[src/rtl/ucode_seq.sv]
module ucode_seq #(
  parameter int OPW = 6,
  parameter int AW  = 4
) (
  input  logic           clk,
  input  logic           rst_n,
  input  logic [OPW-1:0] opcode,
  output logic [15:0]    ctrl,
  output logic [AW-1:0]  upc,
  output logic           bad_op
);
  localparam int CW = 16;
  localparam int WW = CW + 2;

  localparam logic [OPW-1:0] OP_RR  = OPW'(6'h00);
  localparam logic [OPW-1:0] OP_JMP = OPW'(6'h02);
  localparam logic [OPW-1:0] OP_BEQ = OPW'(6'h04);
  localparam logic [OPW-1:0] OP_LD  = OPW'(6'h23);
  localparam logic [OPW-1:0] OP_ST  = OPW'(6'h2B);

  localparam logic [1:0] AC_ZERO = 2'd0;
  localparam logic [1:0] AC_TBL1 = 2'd1;
  localparam logic [1:0] AC_TBL2 = 2'd2;
  localparam logic [1:0] AC_INCR = 2'd3;

  function automatic logic [WW-1:0] store_word(input logic [AW-1:0] a);
    case (a)
      AW'(0):  store_word = {16'h9408, AC_INCR};
      AW'(1):  store_word = {16'h0018, AC_TBL1};
      AW'(2):  store_word = {16'h0014, AC_TBL2};
      AW'(3):  store_word = {16'h3000, AC_INCR};
      AW'(4):  store_word = {16'h0202, AC_ZERO};
      AW'(5):  store_word = {16'h2800, AC_ZERO};
      AW'(6):  store_word = {16'h0044, AC_INCR};
      AW'(7):  store_word = {16'h0003, AC_ZERO};
      AW'(8):  store_word = {16'h40A4, AC_ZERO};
      AW'(9):  store_word = {16'h8100, AC_ZERO};
      default: store_word = {16'h0000, AC_ZERO};
    endcase
  endfunction

  function automatic logic [AW:0] table1(input logic [OPW-1:0] op);
    case (op)
      OP_RR:        table1 = {1'b1, AW'(6)};
      OP_JMP:       table1 = {1'b1, AW'(9)};
      OP_BEQ:       table1 = {1'b1, AW'(8)};
      OP_LD, OP_ST: table1 = {1'b1, AW'(2)};
      default:      table1 = {1'b0, AW'(0)};
    endcase
  endfunction

  function automatic logic [AW:0] table2(input logic [OPW-1:0] op);
    case (op)
      OP_LD:   table2 = {1'b1, AW'(3)};
      OP_ST:   table2 = {1'b1, AW'(5)};
      default: table2 = {1'b0, AW'(0)};
    endcase
  endfunction

  logic [WW-1:0] word;
  logic [1:0]    actl;
  logic [AW:0]   hit1, hit2;
  logic [AW-1:0] nxt;

  assign word = store_word(upc);
  assign ctrl = word[WW-1:2];
  assign actl = word[1:0];
  assign hit1 = table1(opcode);
  assign hit2 = table2(opcode);
  assign bad_op = (actl == AC_TBL1 && !hit1[AW]) || (actl == AC_TBL2 && !hit2[AW]);

  always_comb begin
    case (actl)
      AC_TBL1: nxt = hit1[AW-1:0];
      AC_TBL2: nxt = hit2[AW-1:0];
      AC_INCR: nxt = upc + AW'(1);
      default: nxt = '0;
    endcase
  end

  always_ff @(posedge clk) begin
    if (!rst_n) upc <= '0;
    else        upc <= nxt;
  end


  fetch_seq_chk: assert property (@(posedge clk) disable iff (!rst_n)
    upc == AW'(0) |=> upc == AW'(1));


  decode_target_chk: assert property (@(posedge clk) disable iff (!rst_n)
    (upc == AW'(1) && !bad_op) |=> upc inside {AW'(2), AW'(6), AW'(8), AW'(9)});


  mem_split_chk: assert property (@(posedge clk) disable iff (!rst_n)
    (upc == AW'(2) && !bad_op) |=> upc inside {AW'(3), AW'(5)});


  routine_end_chk: assert property (@(posedge clk) disable iff (!rst_n)
    upc inside {AW'(4), AW'(5), AW'(7), AW'(8), AW'(9)} |=> upc == AW'(0));


  rr_step_chk: assert property (@(posedge clk) disable iff (!rst_n)
    upc == AW'(6) |=> upc == AW'(7));


  bad_return_chk: assert property (@(posedge clk) disable iff (!rst_n)
    bad_op |=> upc == AW'(0));


  bad_where_chk: assert property (@(posedge clk) disable iff (!rst_n)
    bad_op |-> upc inside {AW'(1), AW'(2)});


  mem_excl_chk: assert property (@(posedge clk) disable iff (!rst_n)
    !(ctrl[12] && ctrl[11]));
endmodule

[config.mk]
export PLATFORM = sky130hd
export DESIGN_NAME = ucode_seq
export DESIGN_NICKNAME = d
export VERILOG_FILES = /design/src/rtl/ucode_seq.sv
export SDC_FILE = /design/constraint.sdc
export NUM_CORES = 1
export LEC_CHECK = 0
export BUFFER_PORTS_ARGS = -buffer_cell sky130_fd_sc_hd__buf_2
export CAP_MARGIN = 40
export CORE_ASPECT_RATIO = 0.7
export CORE_MARGIN = 2
export CORE_UTILIZATION = 35
export DETAILED_ROUTE_END_ITERATION = 16
export SYNTH_ARGS = -nofsm -noshare
export SYNTH_HDL_FRONTEND = slang
export SYNTH_SLANG_ARGS = --single-unit
[constraint.sdc]
create_clock -name clk -period 3.85 [get_ports clk]
set_clock_uncertainty 0.1 [all_clocks]
set_input_delay 0.1925 -clock clk [delete_from_list [all_inputs] [get_ports clk]]
set_output_delay 0.1925 -clock clk [all_outputs]
set_load 0.02 [all_outputs]
==> results_dict.tcl <==
set metrics [dict create \
    place_area_mm2 0.00122 \
    end_kind "flip-flop" \
    slew_viol_final 0 \
    arrival_ns 2.61 \
    cts_tree "done" \
    drtIter0Drc 30 \
    yosysSeqAreaShare_pct 34.2 \
    fmax_ghz 0.398 \
    area_growth_pct 10.2 \
    ys.flop_type "dfxtp_1" \
    port_buffers 28 \
    final_hold_viol_count 0 \
    critPathBufInv 0 \
    pwr_density_cell_mw_per_mm2 616 \
    final_nets 148 \
    synth.top_cell.area_share_pct 34.2 \
    seq_power_share_pct 35.1 \
    hpwl_mm 1.96 \
    crit_fanout 14 \
    postSynth.asyncResetShare_pct 0 \
    clkPwrFrac_pct 25.9 \
    cts_buffers 3 \
    die_h_um 52.4 \
    grt_max_degree 15 \
    leakagePower_nw 0.618 \
    setup_violations 0 \
    h-tree-depth 1 \
    p_total_uw 797 \
    required_ns 3.94 \
    hp-class "input port to flip-flop" \
    cts-root-buf "clkbuf_8" \
    max_stage_delay_ns 0.56 \
    fp.dieArea_mm2 0.00384 \
    synth-edff-count 0 \
    rsz0062_at_grt "false" \
    setup_tns_ns 0 \
    avgViaCountPerCell 5.44 \
    crit_type "flip-flop to flip-flop" \
    p_sw_uw 288 \
    fillerInstances 306 \
    cp_slowest_cell "dfxtp_1" \
    syn_area_per_cell_um2 9.85 \
    synth_fp_nets 133 \
    maxCapViolCount 0 \
    antenna_found_initial 0 \
    clk_latency_ns 0.26 \
    design_area_mm2 0.00129 \
    yosys-top-cells-area "dfxtp_1 (34%), buf_4 (11%), ha_1 (6.4%)" \
    finalWirelength_mm 2.44 \
    sw_frac_of_total_pct 36.2 \
    grt_pass1_wl_mm 3.95 \
    track_usage_pct 13.6 \
    crit_path_start_kind "flip-flop" \
    ys_warn_count 0 \
    first_pass_iters 4 \
    diodes 0 \
    start_util_pct 37.0 \
    synthDistinctLibCells 48 \
    irDropWorstVdd_mv 0.232 \
    ctsHoldBuffers 0 \
    die_w_um 73.2 \
    multi_input_comb_area_um2 609 \
    final_common_cell "buf_2" \
    tightest_slew_ns 0.615 \
    fin_crit_sh_pct 65.3 \
    relSlewSlack_pct 58.6 \
    syn_area_mm2 0.00117 \
    overflow 0 \
    cts.sink_count 20 \
    drc 0 \
    coreArea_mm2 0.00317 \
    grt_pass1_vias 893 \
    ff_latch_area_um2 400 \
    yosysTopAreaCell "dfxtp_1" \
    setup_slack_ns 1.33 \
    routedWlPerCell_um 14.3 \
    ant_nets 0 \
    outcome "finished clean" \
    ios 29 \
    layout_common_cells "buf_2 (28), dfxtp_1 (20)" \
    clock_path_buffers 2 \
    cts.clk_slew.worst_paths_ns 0.08 \
    combPwrFrac_pct 39.0 \
    ys_ff_latch 20 \
    critPathTopFamily "simple AND/OR/NAND/NOR gates" \
    postCtsSetupRepairBufs 0 \
    postCtsResizedCells 0 \
    layout-drive-gt1-share_pct 38.3 \
    worstPathCellList "or4b_1 -> o311ai_2 -> o21ai_2 -> or2_1 -> ha_1 -> or3_1 -> mux2i_1" \
    gp_congestion 0.916 \
    syn-instance-count 119 \
    intPower_uw 509 \
    post-place-ws_ns 1.37 \
    row_count 17 \
    vias 930 \
    period_needed_ns 2.52 \
]
-- worst paths after layout --
| kind | startpoint | endpoint | slack, ns | cells after the start |
|---|---|---|---|---|
| setup / recovery | word[0] | word[1] | 1.33 | 7 |
| hold / removal | rst_n | word[5] | 0.32 | 3 |
| setup reg to reg | word[0] | word[1] | 1.33 | 7 |
| hold reg to reg | upc[3] | word[13] | 0.80 | 4 |
-- logic make-up (layout without fill, tap and decap cells) --
logic type                 count (synthesis)  after routing  synth area share, %
AOI/OAI and AO/OA                         19             19                 14.3
DFF                                       20             20                 34.2
and+or+nand+nor                           45             45                 26.3
buffers and inverters                     23             37                 13.9
adders and majority gates                  6              6                 6.40
xor gates and xnor gates                   2              2                 1.49
muxes                                      4              4                 3.52
-- final cells by class --
cell class	instances	share of cell area, %
inverters	5	1.84
multi-input cells	76	47.1
well taps	38	3.68
clock inverters	1	2.32
clock buffers	3	3.19
flip-flops and latches	20	31.0
repair buffers	28	10.8
-- synthesized netlist by cell type, types with 2 or more instances --
library cell / n
nand2b_1: 2
o21a_1: 2
buf_4: 17
and3_1: 2
inv_1: 3
a21oi_1: 3
nor2_1: 6
a311oi_1: 3
o21ai_0: 2
nand4_1: 2
xor2_1: 2
and3_2: 3
nand3_1: 6
mux2i_1: 3
nor3_1: 6
ha_1: 6
dfxtp_1: 20
-- layer usage --
layer / track usage (%) / wire length, um / share of wire [%] / vias to the layer above
met5: 0 / 0 / 0 / -
met4: 4.01 / 27 / 1.1 / 0
met3: 4.04 / 194 / 7.9 / 5
met2: 21.0 / 1020 / 42 / 44
met1: 18.2 / 1200 / 49 / 421
li1: - / - / - / 460
-- stage by stage --
step	hold WS [ns]	util (%)	cells
after floorplan	0.371	-	119
after global placement	0.509	38.5	167
after detailed placement	0.508	38.5	167
after CTS	0.305	40.8	171
after global routing	0.350	40.8	171
final	0.318	40.8	171
-- power by group through the flow --
stage	clock network, mW	logic, mW	registers (mW)
after floorplan	0	0.268	0.279
after global placement	0	0.308	0.282
after detailed placement	0	0.308	0.284
after CTS	0.211	0.311	0.280
after global routing	0.219	0.342	0.287
final	0.206	0.310	0.280
-- state kept, by name (all words and copies together) (netlist names) --
name  cells
upc       4
word     16
-- tightest hold or removal path, delay by kind of cell --
kind / cells / cell delay (ns)
buffers and inverters: 1 / 0.13
AOI/OAI and AO/OA: 2 / 0.32
No activity file was read; power rests on OpenSTA's default activity.
